### src/rtl/exc_entry_pkg.sv
package exc_entry_pkg;

  localparam int DATA_W   = 32;
  localparam int ASID_W   = 8;
  localparam int CODE_W   = 5;
  localparam int COP_W    = 2;
  localparam int SET_W    = 4;
  localparam int VPN_LSB  = 13;
  localparam int VPN_W    = DATA_W - VPN_LSB;
  localparam int BASE_LSB = 12;

  // Status fields
  localparam int ST_EXL = 1;
  localparam int ST_BEV = 22;
  localparam int ST_CU1 = 29;
  // Cause fields
  localparam int CA_CODE_LO = 2;
  localparam int CA_IV      = 23;
  localparam int CA_CE_LO   = 28;
  localparam int CA_BD      = 31;
  // Shadow-set control fields
  localparam int SS_CUR_LO  = 0;
  localparam int SS_PREV_LO = 6;
  localparam int SS_EXC_LO  = 12;

  localparam logic [CODE_W-1:0] EC_IRQ    = 5'd0;
  localparam logic [CODE_W-1:0] EC_TLBMOD = 5'd1;
  localparam logic [CODE_W-1:0] EC_TLBLD  = 5'd2;
  localparam logic [CODE_W-1:0] EC_TLBST  = 5'd3;
  localparam logic [CODE_W-1:0] EC_ADST   = 5'd5;
  localparam logic [CODE_W-1:0] EC_COPU   = 5'd11;
  localparam logic [CODE_W-1:0] EC_OVF    = 5'd12;

  typedef enum logic [1:0] {
    SRC_NONE  = 2'd0,
    SRC_RESET = 2'd1,
    SRC_EXC   = 2'd2,
    SRC_IRQ   = 2'd3
  } src_e;

  typedef struct packed {
    logic              status_we;
    logic [DATA_W-1:0] status;
    logic              cause_we;
    logic [DATA_W-1:0] cause;
    logic              srs_we;
    logic [DATA_W-1:0] srsctl;
    logic              epc_we;
    logic [DATA_W-1:0] epc;
    logic              badva_we;
    logic [DATA_W-1:0] badva;
    logic              mmu_we;
    logic [DATA_W-1:0] entryhi;
    logic [VPN_W-1:0]  ctx_vpn;
  } commit_t;

  function automatic logic is_tlb_code(input logic [CODE_W-1:0] c);
    return (c == EC_TLBMOD) || (c == EC_TLBLD) || (c == EC_TLBST);
  endfunction

  function automatic logic has_bad_addr(input logic [CODE_W-1:0] c);
    return (c >= EC_TLBMOD) && (c <= EC_ADST);
  endfunction

endpackage

### src/rtl/exc_arbiter.sv
module exc_arbiter
  import exc_entry_pkg::*;
(
  input  logic reset_req_i,
  input  logic exc_req_i,
  input  logic intr_req_i,
  output src_e src_o
);
  // Fixed priority: soft reset, then exception, then interrupt.
  always_comb begin
    if (reset_req_i)      src_o = SRC_RESET;
    else if (exc_req_i)   src_o = SRC_EXC;
    else if (intr_req_i)  src_o = SRC_IRQ;
    else                  src_o = SRC_NONE;
  end
endmodule

### src/rtl/exc_vector_sel.sv
module exc_vector_sel
  import exc_entry_pkg::*;
#(
  parameter logic [DATA_W-1:0]   BOOT_PC    = 32'hBFC0_0000,
  parameter logic [DATA_W-1:0]   BEV_OVF_PC = 32'hBFC0_0200,
  parameter logic [BASE_LSB-1:0] GEN_OFS    = 12'h180,
  parameter logic [BASE_LSB-1:0] IRQ_OFS    = 12'h200,
  parameter logic [BASE_LSB-1:0] REFILL_OFS = 12'h000
) (
  input  src_e              src_i,
  input  logic [CODE_W-1:0] code_i,
  input  logic              refill_i,
  input  logic [DATA_W-1:0] status_i,
  input  logic              iv_i,
  input  logic [DATA_W-1:0] ebase_i,
  output logic [DATA_W-1:0] target_o
);
  logic [DATA_W-1:0]   base;
  logic [BASE_LSB-1:0] ofs;
  logic                refill_fast;
  logic                ovf_boot;

  assign base        = {ebase_i[DATA_W-1:BASE_LSB], {BASE_LSB{1'b0}}};
  // EXL is looked at as it was before this entry sets it.
  assign refill_fast = refill_i && ((code_i == EC_TLBLD) || (code_i == EC_TLBST))
                       && !status_i[ST_EXL];
  assign ovf_boot    = (code_i == EC_OVF) && status_i[ST_BEV];

  always_comb begin
    ofs = GEN_OFS;
    if (src_i == SRC_IRQ)
      ofs = iv_i ? IRQ_OFS : GEN_OFS;
    else if (refill_fast)
      ofs = REFILL_OFS;
  end

  always_comb begin
    unique case (src_i)
      SRC_RESET: target_o = BOOT_PC;
      SRC_EXC:   target_o = ovf_boot ? BEV_OVF_PC : (base | {{(DATA_W-BASE_LSB){1'b0}}, ofs});
      SRC_IRQ:   target_o = base | {{(DATA_W-BASE_LSB){1'b0}}, ofs};
      default:   target_o = BOOT_PC;
    endcase
  end
endmodule

### src/rtl/exc_reg_update.sv
module exc_reg_update
  import exc_entry_pkg::*;
#(
  parameter int INSN_BYTES = 4
) (
  input  src_e              src_i,
  input  logic [CODE_W-1:0] code_i,
  input  logic [DATA_W-1:0] pc_i,
  input  logic              dslot_i,
  input  logic [DATA_W-1:0] bad_addr_i,
  input  logic [ASID_W-1:0] asid_i,
  input  logic [COP_W-1:0]  cop_id_i,
  input  logic [DATA_W-1:0] status_i,
  input  logic [DATA_W-1:0] cause_i,
  input  logic [DATA_W-1:0] srsctl_i,
  output commit_t           upd_o
);
  localparam logic [DATA_W-1:0] STEP = DATA_W'(INSN_BYTES);

  logic              entry;
  logic [CODE_W-1:0] eff_code;
  logic [COP_W-1:0]  ce_val;
  logic [DATA_W-1:0] st_new, ca_new, ss_new;

  assign entry    = (src_i == SRC_EXC) || (src_i == SRC_IRQ);
  assign eff_code = (src_i == SRC_IRQ) ? EC_IRQ : code_i;
  assign ce_val   = (eff_code == EC_COPU && src_i == SRC_EXC) ? cop_id_i : '0;

  always_comb begin
    st_new = status_i;
    if (src_i == SRC_RESET) st_new[ST_CU1] = 1'b1;
    else                    st_new[ST_EXL] = 1'b1;
  end

  always_comb begin
    ca_new = cause_i;
    ca_new[CA_CODE_LO +: CODE_W] = eff_code;
    ca_new[CA_CE_LO +: COP_W]    = ce_val;
    ca_new[CA_BD]                = dslot_i;
  end

  always_comb begin
    ss_new = srsctl_i;
    ss_new[SS_PREV_LO +: SET_W] = srsctl_i[SS_CUR_LO +: SET_W];
    ss_new[SS_CUR_LO  +: SET_W] = srsctl_i[SS_EXC_LO +: SET_W];
  end

  always_comb begin
    upd_o           = '0;
    upd_o.status_we = src_i != SRC_NONE;
    upd_o.status    = st_new;
    upd_o.cause_we  = entry;
    upd_o.cause     = ca_new;
    upd_o.srs_we    = entry && !status_i[ST_EXL] && !status_i[ST_BEV];
    upd_o.srsctl    = ss_new;
    upd_o.epc_we    = entry;
    upd_o.epc       = dslot_i ? (pc_i - STEP) : pc_i;
    upd_o.badva_we  = (src_i == SRC_EXC) && has_bad_addr(code_i);
    upd_o.badva     = bad_addr_i;
    upd_o.mmu_we    = (src_i == SRC_EXC) && is_tlb_code(code_i);
    upd_o.entryhi   = {bad_addr_i[DATA_W-1:VPN_LSB], {(VPN_LSB-ASID_W){1'b0}}, asid_i};
    upd_o.ctx_vpn   = bad_addr_i[DATA_W-1:VPN_LSB];
  end
endmodule

### src/rtl/exc_entry_ctrl.sv
module exc_entry_ctrl
  import exc_entry_pkg::*;
#(
  parameter logic [31:0] BOOT_PC    = 32'hBFC0_0000,
  parameter logic [31:0] BEV_OVF_PC = 32'hBFC0_0200,
  parameter logic [11:0] GEN_OFS    = 12'h180,
  parameter logic [11:0] IRQ_OFS    = 12'h200,
  parameter int          INSN_BYTES = 4
) (
  input  logic        clk,
  input  logic        rst_n,
  input  logic        reset_req_i,
  input  logic        exc_req_i,
  input  logic [4:0]  exc_code_i,
  input  logic        tlb_refill_i,
  input  logic        intr_req_i,
  input  logic [31:0] pc_i,
  input  logic        dslot_i,
  input  logic [31:0] bad_addr_i,
  input  logic [7:0]  asid_i,
  input  logic [1:0]  cop_id_i,
  input  logic [31:0] status_i,
  input  logic [31:0] cause_i,
  input  logic [31:0] srsctl_i,
  input  logic [31:0] ebase_i,
  output logic        redirect_o,
  output logic [31:0] fetch_pc_o,
  output logic        status_we_o,
  output logic [31:0] status_o,
  output logic        cause_we_o,
  output logic [31:0] cause_o,
  output logic        srs_we_o,
  output logic [31:0] srsctl_o,
  output logic        epc_we_o,
  output logic [31:0] epc_o,
  output logic        badva_we_o,
  output logic [31:0] badva_o,
  output logic        mmu_we_o,
  output logic [31:0] entryhi_o,
  output logic [18:0] ctx_vpn_o
);
  src_e              src;
  logic [DATA_W-1:0] target;
  commit_t           upd;
  commit_t           bundle_q;
  logic              redirect_q;
  logic [DATA_W-1:0] fetch_q;
  logic              take;

  exc_arbiter u_arb (
    .reset_req_i (reset_req_i),
    .exc_req_i   (exc_req_i),
    .intr_req_i  (intr_req_i),
    .src_o       (src)
  );

  exc_vector_sel #(
    .BOOT_PC    (BOOT_PC),
    .BEV_OVF_PC (BEV_OVF_PC),
    .GEN_OFS    (GEN_OFS),
    .IRQ_OFS    (IRQ_OFS)
  ) u_vec (
    .src_i    (src),
    .code_i   (exc_code_i),
    .refill_i (tlb_refill_i),
    .status_i (status_i),
    .iv_i     (cause_i[CA_IV]),
    .ebase_i  (ebase_i),
    .target_o (target)
  );

  exc_reg_update #(.INSN_BYTES(INSN_BYTES)) u_upd (
    .src_i      (src),
    .code_i     (exc_code_i),
    .pc_i       (pc_i),
    .dslot_i    (dslot_i),
    .bad_addr_i (bad_addr_i),
    .asid_i     (asid_i),
    .cop_id_i   (cop_id_i),
    .status_i   (status_i),
    .cause_i    (cause_i),
    .srsctl_i   (srsctl_i),
    .upd_o      (upd)
  );

  assign take = (src != SRC_NONE);

  // Strobes are registered every cycle; payload only on acceptance.
  always_ff @(posedge clk or negedge rst_n) begin
    if (!rst_n) begin
      redirect_q <= 1'b0;
      bundle_q   <= '0;
      fetch_q    <= BOOT_PC;
    end else begin
      redirect_q         <= take;
      bundle_q.status_we <= upd.status_we;
      bundle_q.cause_we  <= upd.cause_we;
      bundle_q.srs_we    <= upd.srs_we;
      bundle_q.epc_we    <= upd.epc_we;
      bundle_q.badva_we  <= upd.badva_we;
      bundle_q.mmu_we    <= upd.mmu_we;
      if (take) begin
        fetch_q          <= target;
        bundle_q.status  <= upd.status;
        bundle_q.cause   <= upd.cause;
        bundle_q.srsctl  <= upd.srsctl;
        bundle_q.epc     <= upd.epc;
        bundle_q.badva   <= upd.badva;
        bundle_q.entryhi <= upd.entryhi;
        bundle_q.ctx_vpn <= upd.ctx_vpn;
      end
    end
  end

  assign redirect_o  = redirect_q;
  assign fetch_pc_o  = fetch_q;
  assign status_we_o = bundle_q.status_we;
  assign status_o    = bundle_q.status;
  assign cause_we_o  = bundle_q.cause_we;
  assign cause_o     = bundle_q.cause;
  assign srs_we_o    = bundle_q.srs_we;
  assign srsctl_o    = bundle_q.srsctl;
  assign epc_we_o    = bundle_q.epc_we;
  assign epc_o       = bundle_q.epc;
  assign badva_we_o  = bundle_q.badva_we;
  assign badva_o     = bundle_q.badva;
  assign mmu_we_o    = bundle_q.mmu_we;
  assign entryhi_o   = bundle_q.entryhi;
  assign ctx_vpn_o   = bundle_q.ctx_vpn;

  // exception or interrupt entry always leaves EXL set in the new Status
  a_r3_exl_set: assert property (@(posedge clk) disable iff (!rst_n)
    ((exc_req_i || intr_req_i) && !reset_req_i) |=> (status_we_o && status_o[1]));

  // delay-slot entry backs EPC up one instruction and flags BD
  a_r2_dslot_epc: assert property (@(posedge clk) disable iff (!rst_n)
    ((exc_req_i || intr_req_i) && !reset_req_i && dslot_i)
      |=> (epc_o == $past(pc_i) - 32'd4) && cause_o[31]);

  // no shadow-set write when EXL or BEV was already set
  a_r4_srs_guard: assert property (@(posedge clk) disable iff (!rst_n)
    (status_i[1] || status_i[22]) |=> !srs_we_o);

  // a reset request redirects to the boot address and writes nothing but Status
  a_r12_reset_vec: assert property (@(posedge clk) disable iff (!rst_n)
    reset_req_i |=> (redirect_o && fetch_pc_o == BOOT_PC && !epc_we_o && !cause_we_o));

  // with no request, nothing is written and the fetch address holds
  a_r13_idle: assert property (@(posedge clk) disable iff (!rst_n)
    (!reset_req_i && !exc_req_i && !intr_req_i)
      |=> (!redirect_o && !status_we_o && $stable(fetch_pc_o)));

endmodule

### config.mk
export PLATFORM = sky130hd
export DESIGN_NAME = exc_entry_ctrl
export DESIGN_NICKNAME = d
export VERILOG_FILES = /design/src/rtl/exc_entry_pkg.sv /design/src/rtl/exc_arbiter.sv /design/src/rtl/exc_vector_sel.sv /design/src/rtl/exc_reg_update.sv /design/src/rtl/exc_entry_ctrl.sv
export SDC_FILE = /design/constraint.sdc
export NUM_CORES = 1
export LEC_CHECK = 0
export BUFFER_PORTS_ARGS = -buffer_cell sky130_fd_sc_hd__buf_2
export CAP_MARGIN = 40
export CORE_AREA = 2 2 179 181
export CTS_CLUSTER_SIZE = 16
export DETAILED_ROUTE_END_ITERATION = 10
export DIE_AREA = 0 0 181 183
export PLACE_DENSITY = 0.63
export SKIP_CTS_REPAIR_TIMING = 1
export SYNTH_ARGS = -nofsm -noshare
export SYNTH_HDL_FRONTEND = slang
export SYNTH_HIERARCHICAL = 1
export SYNTH_SLANG_ARGS = --single-unit
export TNS_END_PERCENT = 30
### constraint.sdc
create_clock -name clk -period 2.7 [get_ports clk]
set_clock_uncertainty 0.15 [all_clocks]
set_input_delay 0 -clock clk [delete_from_list [all_inputs] [get_ports clk]]
set_output_delay 0 -clock clk [all_outputs]
set_load 0.03 [all_outputs]
==> flow_summary.yaml, run 1 <==
run_status:
  outcome: "finished, violations left"
  violations: "negative hold slack"
yosys:
  syn_inst: 862
  synth_cell_types: 45
  synth_area_leader_cell: "dfrtp_1"
  synth_edf_count: 0
  synth_area_leaders: "dfrtp_1, mux2_4, buf_4, mux2_2, dfstp_2"
  ys_ff_latch: 250
  synth_top_area_share_pct: 48.8
  synth_area_sq_um: 12400
  synth_flop_cell: "dfrtp_1"
  syn_area_per_cell_sq_um: 14.3
  ys_async_sr_fraction_pct: 100
  seq_area_frac_synth_pct: 50.7
  ys_warn_count: 6
floorplan:
  row_count: 65
  initial_core_util_pct: 39.6
  io_pins: 464
  die_y_microns: 183
  core_area_sq_um: 31200
  die_w_microns: 181
  dieArea_sq_um: 33100
power_and_ir_drop:
  swShare_pct: 28.5
  p_clk_share_pct: 36.6
  seqPwrFrac_pct: 40.7
  power_density_nw_per_um2: 629
  p_switching_mw: 3.01
  p_leak_nw: 8.32
  combPwrFrac_pct: 22.7
  p_int_mw: 7.53
  power_mw: 10.5
  ir_worst_vdd_uv: 538
critical_path:
  reg2reg_from: "status_o[16]$_DFFE_PN0P_"
  cpMostUsedCell: "dlygate4sd3_1"
  critPathCaptureType: "register"
  startpoint_type: "primary input"
  rr_endpoint: "status_o[16]$_DFFE_PN0P_"
  reg2reg_depth: 1
  path_class: "primary input to register"
  cp_slowest_cell: "nor4b_2"
  required_ns: 2.96
  path_cells: "dlygate4sd3_1 > buf_2 > nor4b_2 > nand2_2 > or4_1 > xnor2_1 > dlygate4sd3_1 > mux2_4"
  max_stage_delay_ns: 0.65
  worstPathArrival_ns: 2.82
  critPathMaxFanout: 7
  ff2ff_setup_slack_ns: 1.71
timing:
  final-hold-violation-count: 1
  worst_pin_slew_ns: 0.865
  min_period_ns: 2.56
  holdWs_ns: -0.0152
  rsz0062_at_grt: "false"
  setup_viol: 0
  period_share_pct: 95.0
  final.setup.worst_slack_ns: 0.135
  tns_ns: 0
  slew_violations: 0
  max_freq_mhz: 390
  slew-limit-headroom_pct: 42.3
cells_and_area:
  layout.nets: 1571
  num_antenna_cells: 0
  final_cell_mix: "buf_2, dfrtp_1, dlygate4sd3_1, mux2_4, mux2_2"
  n_fill_cell: 2627
  layout-drive-gt1-share_pct: 56.3
  area_growth_pct: 35.4
  layout_commonest_cell: "buf_2"
  final_util_pct: 53.6
cts:
  cts_sinks: 250
  clockBufferDepth: 3
  cts_inserted_buffers: 27
  htreeDepth: 1
  clk_pin_slew_ns: 0.06
  clk_latency_ns: 0.52
  cts_tree: "yes"
  cts_root_buf: "clkbuf_16"
detailed_routing:
  vias: 8082
  route.detailed.drc: 0
  drt.antenna.violating_nets: 0
  drtPass1Iterations: 4
  via_per_inst: 4.55
  wl_per_cell_microns: 17.2
  drt_iter0_markers: 266
  wl_microns: 30500
hold_path:
  min_delay_path_depth: 4
  hold_path.startpoint: "exc_req_i"
  holdPathEnd: "status_we_o$_DFF_PN0_"
  hp-class: "primary input to register"
place:
  dp_worst_setup_slack_ns: 0.630
  gp_congestion: 0.765
  dp_hpwl_microns: 19900
  port_buffers: 439
grt:
  antenna_found_initial: 0
  grt_pass1_vias: 7470
  overflow: 0
  grt_max_degree: 81
  track_usage_pct: 15.9
  grt_pass1_wl_microns: 42200
job:
  drv_cap: 0
[cell type report]
class	instances	area (sq um)	share of cell area, %
Timing Repair Buffer	671	4560	27.2
Multi-Input combinational cell	401	4450	26.6
Sequential cell	250	6270	37.4
Inverter	5	18.8	0.112
Tap cell	402	503	3.00
Clock buffer	38	777	4.64
Clock inverter	11	164	0.979
[worst max path at each step]
stage | from | end | depth (start not counted)
2_1_floorplan | pc_i[2] | epc_o[16]$_DFFE_PN0P_ | 8
4_1_cts | intr_req_i | cause_o[29]$_DFFE_PN0P_ | 8
6_report | pc_i[6] | epc_o[16]$_DFFE_PN0P_ | 8
5_1_grt | pc_i[2] | epc_o[16]$_DFFE_PN0P_ | 10
3_3_place_gp | intr_req_i | fetch_pc_o[10]$_DFFE_PN0P_ | 6
3_5_place_dp | intr_req_i | cause_o[29]$_DFFE_PN0P_ | 8
[layer usage]
layer	routed length (microns)	vias up	part of all wire (%)	GRT usage (%)
met5	0	-	0	0
met4	816	0	2.7	5.04
met3	2050	56	6.7	4.61
met2	15900	302	52	27.7
met1	11800	3985	39	19.0
li1	-	3739	-	-
[critical path: cells and delay by family]
kind / cells / cell delay (ns)
XOR/XNOR: 1 / 0.13
buffers and inverters: 3 / 1.22
multiplexers: 1 / 0.26
AND/OR/NAND/NOR: 3 / 1.21
[cell families after synthesis]
kind of cell | Yosys count | synth area share, %
buffers and inverters | 223 | 13.7
and+or+nand+nor | 107 | 5.96
xor gates and xnor gates | 29 | 2.05
other | 2 | 0.0607
AOI/OAI and AO/OA | 7 | 0.465
DFF | 250 | 50.7
adders and majority gates | 1 | 0.101
muxes | 243 | 27.0
[through the flow]
| step | hold slack, ns | instances | instance area, sq um |
|---|---|---|---|
| 2_1_floorplan | -0.446 | 874 | 12400 |
| 3_3_place_gp | -0.0953 | 1515 | 13700 |
| 3_5_place_dp | -0.0889 | 1515 | 13700 |
| 4_1_cts | -0.658 | 1564 | 14600 |
| 5_1_grt | 0.0282 | 1778 | 16700 |
| 6_report | -0.0152 | 1778 | 16700 |
[flip-flops by register name, indices dropped and copies added (netlist names)]
register and count:
status_o 32, epc_we_o 1, entryhi_o 32, badva_o 32
epc_o 32, badva_we_o 1, srs_we_o 1, cause_o 32
fetch_pc_o 32, cause_we_o 1, srsctl_o 32, ctx_vpn_o 19
redirect_o 1, mmu_we_o 1, status_we_o 1
[cells in the mapped netlist (all sizes together), types with 4 or more instances]
cell type and instances:
buf 216, nand2b 10, dfstp 9, or4 4, nor4 6, mux2 243
nor3 9, dfrtp 241, inv 5, xnor2 26, or3 4, nand2 7
nand3 5, nor2 15, and2 19, nand3b 4, nand4 12
[power by group through the flow]
stage | Combinational, mW | Clock, mW | Sequential (mW)
3_5_place_dp | 2.14 | 0 | 4.34
2_1_floorplan | 0.907 | 0 | 5.00
6_report | 2.39 | 3.86 | 4.28
4_1_cts | 2.15 | 3.97 | 4.28
3_3_place_gp | 2.12 | 0 | 4.32
5_1_grt | 2.52 | 4.13 | 4.32
(Power assumes the default switching activity.)
==> run 2: changes to the inputs <==
--- a/config.mk
+++ b/config.mk
@@ -7,11 +7,14 @@
 export LEC_CHECK = 0
 export BUFFER_PORTS_ARGS = -buffer_cell sky130_fd_sc_hd__buf_2
 export CAP_MARGIN = 40
-export CORE_AREA = 2 2 179 181
+export CELL_PAD_IN_SITES_DETAIL_PLACEMENT = 1
+export CELL_PAD_IN_SITES_GLOBAL_PLACEMENT = 1
+export CORE_ASPECT_RATIO = 0.7
+export CORE_MARGIN = 2
+export CORE_UTILIZATION = 43
 export CTS_CLUSTER_SIZE = 16
 export DETAILED_ROUTE_END_ITERATION = 10
-export DIE_AREA = 0 0 181 183
-export PLACE_DENSITY = 0.63
+export PLACE_DENSITY = 0.83
 export SKIP_CTS_REPAIR_TIMING = 1
 export SYNTH_ARGS = -nofsm -noshare
 export SYNTH_HDL_FRONTEND = slang
==> flow_summary.yaml, run 2 (synthesized netlist as in run 1, its figures left out) <==
floorplan:
  core_area_sq_um: 28000
  die_y_microns: 146
  die_w_microns: 207
  initial_core_util_pct: 44.1
  dieArea_sq_um: 30100
  io_pins: 464
  row_count: 51
cells_and_area:
  layout-drive-gt1-share_pct: 56.6
  area_growth_pct: 35.7
  layout_commonest_cell: "buf_2"
  final_cell_mix: "buf_2, dfrtp_1, dlygate4sd3_1, mux2_4, mux2_2"
  layout.nets: 1574
  final_cells: 1754
grt:
  antenna_found_initial: 4
  grt_max_degree: 84
  overflow: 0
  track_usage_pct: 21.9
  grt_pass1_vias: 8602
  grt_pass1_wl_microns: 51400
power_and_ir_drop:
  ir_worst_vdd_uv: 438
  p_leak_nw: 8.37
  power_density_nw_per_um2: 651
timing:
  setup_viol: 9
  min_period_ns: 2.98
  final-hold-violation-count: 0
  final.setup.worst_slack_ns: -0.285
  max_freq_mhz: 335
  slew_violations: 0
  period_share_pct: 111
  tns_ns: -0.841
  worst_pin_slew_ns: 0.906
  slew-limit-headroom_pct: 39.4
critical_path:
  max_stage_delay_ns: 0.68
  required_ns: 3.01
  ff2ff_setup_slack_ns: 1.67
  reg2reg_depth: 1
  startpoint_type: "primary input"
  path_class: "primary input to register"
  reg2reg_from: "cause_o[29]$_DFFE_PN0P_"
  critPathCaptureType: "register"
  path_cells: "dlygate4sd3_1 > buf_2 > nor2_1 > dlygate4sd3_1 > nor2_1 > buf_4 > inv_1 > or3_1 > nor4_1 > dlygate4sd3_1"
  cpMostUsedCell: "dlygate4sd3_1"
  critPathMaxFanout: 8
  rr_endpoint: "cause_o[29]$_DFFE_PN0P_"
  cp_slowest_cell: "dlygate4sd3_1"
  worstPathArrival_ns: 3.29
place:
  gp_congestion: 0.815
  port_buffers: 439
  placedCellCount: 1489
  dp_hpwl_microns: 24100
hold_path:
  hold_path.startpoint: "pc_i[17]"
  holdPathEnd: "epc_o[18]$_DFFE_PN0P_"
  hp-class: "primary input to register"
  min_delay_path_depth: 5
detailed_routing:
  vias: 8872
  drt_iter0_markers: 445
  via_per_inst: 5.06
  wl_per_cell_microns: 25.7
  drt.antenna.violating_nets: 0
  route.detailed.drc: 0
  drtPass1Iterations: 4
  wl_microns: 45000
cts:
  clk_pin_slew_ns: 0.07
  cts_tree: "yes"
  htreeDepth: 1
  clk_latency_ns: 0.54
  clockBufferDepth: 3
  cts_root_buf: "clkbuf_16"
  cts_sinks: 250
  cts_inserted_buffers: 26
run_status:
  violations: "negative setup slack"
  outcome: "finished, violations left"
job:
  drv_cap: 0
[run 2: changes by cell type in the layout (fill, tap and decap cells not counted), sizes merged]
cell / change
buf: +6
diode: +4
clkinv: +2
clkinvlp: -2
dlygate4sd3: -2
clkbuf: -1
[run 2: area by class of cell]
| type | count | area [sq um] |
|---|---|---|
| antenna | 4 | 10.0 |
| clock buffer | 37 | 773 |
| clock inverter | 11 | 163 |
| fill | 2780 | 11200 |
| inverter | 5 | 18.8 |
| multi-input combinational | 401 | 4450 |
| sequential | 250 | 6270 |
| tap | 371 | 464 |
| timing repair buffer | 675 | 4630 |
[run 2: layer usage]
layer  global-route usage (%)  vias up  wire length [microns]
met1                     25.1     4560                  16000
met3                     6.70      141                   3120
met2                     38.8      424                  23400
met5                        0        -                      0
li1                         -     3747                      -
met4                     6.96        0                   2440
[run 2: critical path: cells and delay by family]
family,cells,cell delay (ns)
buf+inv,6,2.22
simple gates,4,1.07
[run 2: power by group]
group          internal (mW)  total (mW)  leakage [nW]  switching, mW
Sequential              4.09        4.32          2.94          0.234
Clock                   2.38        4.06         0.465           1.68
Combinational           1.07        2.55          4.96           1.48
[run 2: worst max path at each step]
| stage | slack [ns] | from | cells after the start | endpoint |
|---|---|---|---|---|
| after detailed placement | 0.65 | pc_i[6] | 6 | epc_o[25]$_DFFE_PN0P_ |
| after global routing | -0.31 | exc_req_i | 10 | mmu_we_o$_DFF_PN0_ |
| after global placement | 0.70 | pc_i[6] | 6 | epc_o[25]$_DFFE_PN0P_ |
| after floorplan | 0.88 | pc_i[2] | 8 | epc_o[16]$_DFFE_PN0P_ |
| final | -0.28 | exc_req_i | 10 | mmu_we_o$_DFF_PN0_ |
| after CTS | 1.17 | pc_i[2] | 8 | epc_o[20]$_DFFE_PN0P_ |
[run 2: through the flow]
stage | power [mW] | worst slack [ns] | hold slack, ns | cell area (sq um) | util [%]
floorplan | 5.91 | 0.882 | -0.446 | 12400 | -
global placement | 6.45 | 0.703 | -0.100 | 13700 | 48.9
detailed placement | 6.54 | 0.648 | -0.0934 | 13700 | 48.9
CTS | 10.5 | 1.17 | -0.675 | 14600 | 52.2
global route | 11.3 | -0.310 | 0.0239 | 16800 | 59.9
finish | 10.9 | -0.285 | 0.0289 | 16800 | 59.9
==> run 3: changes to the inputs <==
--- a/config.mk
+++ b/config.mk
@@ -11,10 +11,11 @@
 export CELL_PAD_IN_SITES_GLOBAL_PLACEMENT = 1
 export CORE_ASPECT_RATIO = 0.7
 export CORE_MARGIN = 2
-export CORE_UTILIZATION = 43
+export CORE_UTILIZATION = 44
+export CTS_BUF_LIST = sky130_fd_sc_hd__clkbuf_4
 export CTS_CLUSTER_SIZE = 16
 export DETAILED_ROUTE_END_ITERATION = 10
-export PLACE_DENSITY = 0.83
+export PLACE_DENSITY = 0.85
 export SKIP_CTS_REPAIR_TIMING = 1
 export SYNTH_ARGS = -nofsm -noshare
 export SYNTH_HDL_FRONTEND = slang
==> flow_summary.yaml, run 3 <==
yosys:
  synth_common_cells: "dfrtp_1, buf_4, mux2_4"
  synth_edf_count: 0
  ys_async_sr_fraction_pct: 100
  ys_ff_latch: 250
  synth_area_leader_cell: "dfrtp_1"
  seq_area_frac_synth_pct: 50.7
  ys_warn_count: 6
  synth_cell_types: 45
  syn_area_per_cell_sq_um: 14.3
  yosysMostFrequentCell: "dfrtp_1"
  synth_area_leaders: "dfrtp_1, mux2_4, buf_4, mux2_2, dfstp_2"
  synth_flop_cell: "dfrtp_1"
  syn_inst: 862
  synth_area_sq_um: 12400
  synth_top_area_share_pct: 48.8
place:
  port_buffers: 439
  dp_hpwl_microns: 23500
  gp_congestion: 0.827
floorplan:
  die_w_microns: 204
  row_count: 51
  die_y_microns: 144
  io_pins: 464
  initial_core_util_pct: 44.6
cts:
  clockBufferDepth: 3
  cts_root_buf: "clkbuf_4"
  cts_sinks: 250
  htreeDepth: 3
  cts_inserted_buffers: 66
run_status:
  error_line: "[ERROR RSZ-0060] Max buffer count reached."
  outcome: "aborted with a tool error"
  lastStage: "global routing"
grt:
  grt_max_degree: 103
## run 3: metrics by stage
step,setup slack [ns],utilization [%],instance area (sq um),hold slack [ns],std cells
after floorplan,0.882,-,12400,-0.446,874
after global placement,0.523,49.3,13600,-0.230,1486
after detailed placement,0.422,49.3,13700,-0.229,1487
after CTS,1.06,52.1,14400,-1.01,1591
## run 3: logic make-up after synthesis
| kind of cell | share of synthesized area, % |
|---|---|
| adders and majority gates | 0.101 |
| other | 0.0607 |
| AOI/OAI and AO/OA | 0.465 |
| xor gates and xnor gates | 2.05 |
| DFF | 50.7 |
| and+or+nand+nor | 5.96 |
| buffers and inverters | 13.7 |
| muxes | 27.0 |
==> run 4: changes to the inputs <==
--- a/config.mk
+++ b/config.mk
@@ -7,15 +7,10 @@
 export LEC_CHECK = 0
 export BUFFER_PORTS_ARGS = -buffer_cell sky130_fd_sc_hd__buf_2
 export CAP_MARGIN = 40
-export CELL_PAD_IN_SITES_DETAIL_PLACEMENT = 1
-export CELL_PAD_IN_SITES_GLOBAL_PLACEMENT = 1
-export CORE_ASPECT_RATIO = 0.7
 export CORE_MARGIN = 2
-export CORE_UTILIZATION = 44
-export CTS_BUF_LIST = sky130_fd_sc_hd__clkbuf_4
-export CTS_CLUSTER_SIZE = 16
+export CORE_UTILIZATION = 40
 export DETAILED_ROUTE_END_ITERATION = 10
-export PLACE_DENSITY = 0.85
+export PLACE_DENSITY_LB_ADDON = 0.15
 export SKIP_CTS_REPAIR_TIMING = 1
 export SYNTH_ARGS = -nofsm -noshare
 export SYNTH_HDL_FRONTEND = slang
==> flow_summary.yaml, run 4 (synthesized netlist as in run 1, its figures left out) <==
timing:
  worst_pin_slew_ns: 0.868
  max_freq_mhz: 382
  holdWs_ns: -0.0322
  tns_ns: 0
  final.setup.worst_slack_ns: 0.0788
  final-hold-violation-count: 1
  slew_violations: 0
  period_share_pct: 97.1
  min_period_ns: 2.62
  slew-limit-headroom_pct: 42.1
  setup_viol: 0
power_and_ir_drop:
  ir_worst_vdd_uv: 487
  power_density_nw_per_um2: 637
  seqPwrFrac_pct: 39.7
  p_leak_nw: 8.38
  power_mw: 10.8
  swShare_pct: 28.6
  p_clk_share_pct: 37.9
  p_switching_mw: 3.07
  p_int_mw: 7.68
  combPwrFrac_pct: 22.5
hold_path:
  hp-class: "primary input to register"
  min_delay_path_depth: 4
  holdPathEnd: "status_we_o$_DFF_PN0_"
  hold_path.startpoint: "exc_req_i"
detailed_routing:
  route.detailed.drc: 0
  vias: 7978
  drt.antenna.violating_nets: 0
  drt_iter0_markers: 317
  via_per_inst: 4.49
  drtPass1Iterations: 4
  wl_per_cell_microns: 17.2
  wl_microns: 30500
grt:
  track_usage_pct: 17.2
  grt_pass1_wl_microns: 44700
  grt_max_degree: 70
  antenna_found_initial: 1
  grt_pass1_vias: 7545
  overflow: 0
cells_and_area:
  layout.nets: 1573
  area_growth_pct: 36.4
  layout_commonest_cell: "buf_2"
  final_cell_mix: "buf_2, dfrtp_1, dlygate4sd3_1, mux2_4, mux2_2"
  layout-drive-gt1-share_pct: 56.7
  final_cells: 1775
  n_fill_cell: 2542
critical_path:
  cp_slowest_cell: "dlygate4sd3_1"
  reg2reg_from: "cause_o[27]$_DFFE_PN0P_"
  startpoint_type: "primary input"
  rr_endpoint: "cause_o[27]$_DFFE_PN0P_"
  path_cells: "dlygate4sd3_1 > buf_2 > inv_1 > ha_1 > nor4b_2 > nand2_2 > or4_1 > xnor2_1 > dlygate4sd3_1 > mux2_4"
  critPathCaptureType: "register"
  critPathMaxFanout: 5
  cp_num_buf_inv: 4
  cpMostUsedCell: "dlygate4sd3_1"
  ff2ff_setup_slack_ns: 1.74
  reg2reg_depth: 1
  required_ns: 2.98
  crit_family: "buffers and inverters"
  path_class: "primary input to register"
  max_stage_delay_ns: 0.57
  worstPathArrival_ns: 2.90
floorplan:
  die_y_microns: 180
  io_pins: 464
  die_w_microns: 180
  core_area_sq_um: 30500
  initial_core_util_pct: 40.5
  dieArea_sq_um: 32300
  row_count: 64
cts:
  clockBufferDepth: 3
  clk_latency_ns: 0.53
  cts_root_buf: "clkbuf_16"
  cts_inserted_buffers: 28
  cts_tree: "yes"
  cts_sinks: 250
  htreeDepth: 1
  clk_pin_slew_ns: 0.06
place:
  dp_hpwl_microns: 20800
  port_buffers: 439
  dp_worst_setup_slack_ns: 0.605
  placedCellCount: 1510
  gp_congestion: 0.765
run_status:
  violations: "negative hold slack"
  outcome: "finished, violations left"
job:
  drv_cap: 0
## run 4: stage by stage
| step | utilization, % | hold WS (ns) | instance area (sq um) |
|---|---|---|---|
| floorplan | - | -0.446 | 12400 |
| global route | 55.3 | 0.0161 | 16900 |
| global placement | 44.9 | -0.176 | 13700 |
| CTS | 48.2 | -0.753 | 14700 |
| detailed placement | 44.9 | -0.178 | 13700 |
| finish | 55.3 | -0.0322 | 16900 |
## run 4: worst max-delay path by stage
stage / from / end / slack (ns) / cells past startpoint
floorplan: pc_i[2] / epc_o[16]$_DFFE_PN0P_ / 0.88 / 8
global placement: intr_req_i / ctx_vpn_o[15]$_DFFE_PN0P_ / 0.61 / 7
detailed placement: intr_req_i / ctx_vpn_o[15]$_DFFE_PN0P_ / 0.61 / 7
CTS: intr_req_i / ctx_vpn_o[15]$_DFFE_PN0P_ / 1.18 / 7
global route: pc_i[16] / epc_o[25]$_DFFE_PN0P_ / -0.01 / 8
finish: pc_i[2] / epc_o[16]$_DFFE_PN0P_ / 0.08 / 10
## run 4: power by group through the flow
stage	Clock, mW	Sequential, mW	Combinational [mW]
6_report	4.07	4.26	2.42
5_1_grt	4.35	4.31	2.56
4_1_cts	4.19	4.26	2.18
3_5_place_dp	0	4.32	2.18
3_3_place_gp	0	4.31	2.17
2_1_floorplan	0	5.00	0.907
## run 4: final cells by class
type,count,area (sq um),share of cell area (%)
Sequential cell,250,6270,37.2
Timing Repair Buffer,672,4630,27.5
Multi-Input combinational cell,401,4450,26.4
Clock buffer,38,830,4.92
Tap cell,396,495,2.94
Clock inverter,12,168,0.994
Inverter,5,18.8,0.111
Antenna cell,1,2.50,0.0148
## run 4: per-layer routing
metal / part of all wire, % / up-vias / track usage [%]
li1: - / 3744 / -
met1: 40 / 3898 / 20.8
met2: 50 / 289 / 29.0
met3: 7.4 / 47 / 5.69
met4: 2.7 / 0 / 5.72
met5: 0 / - / 0
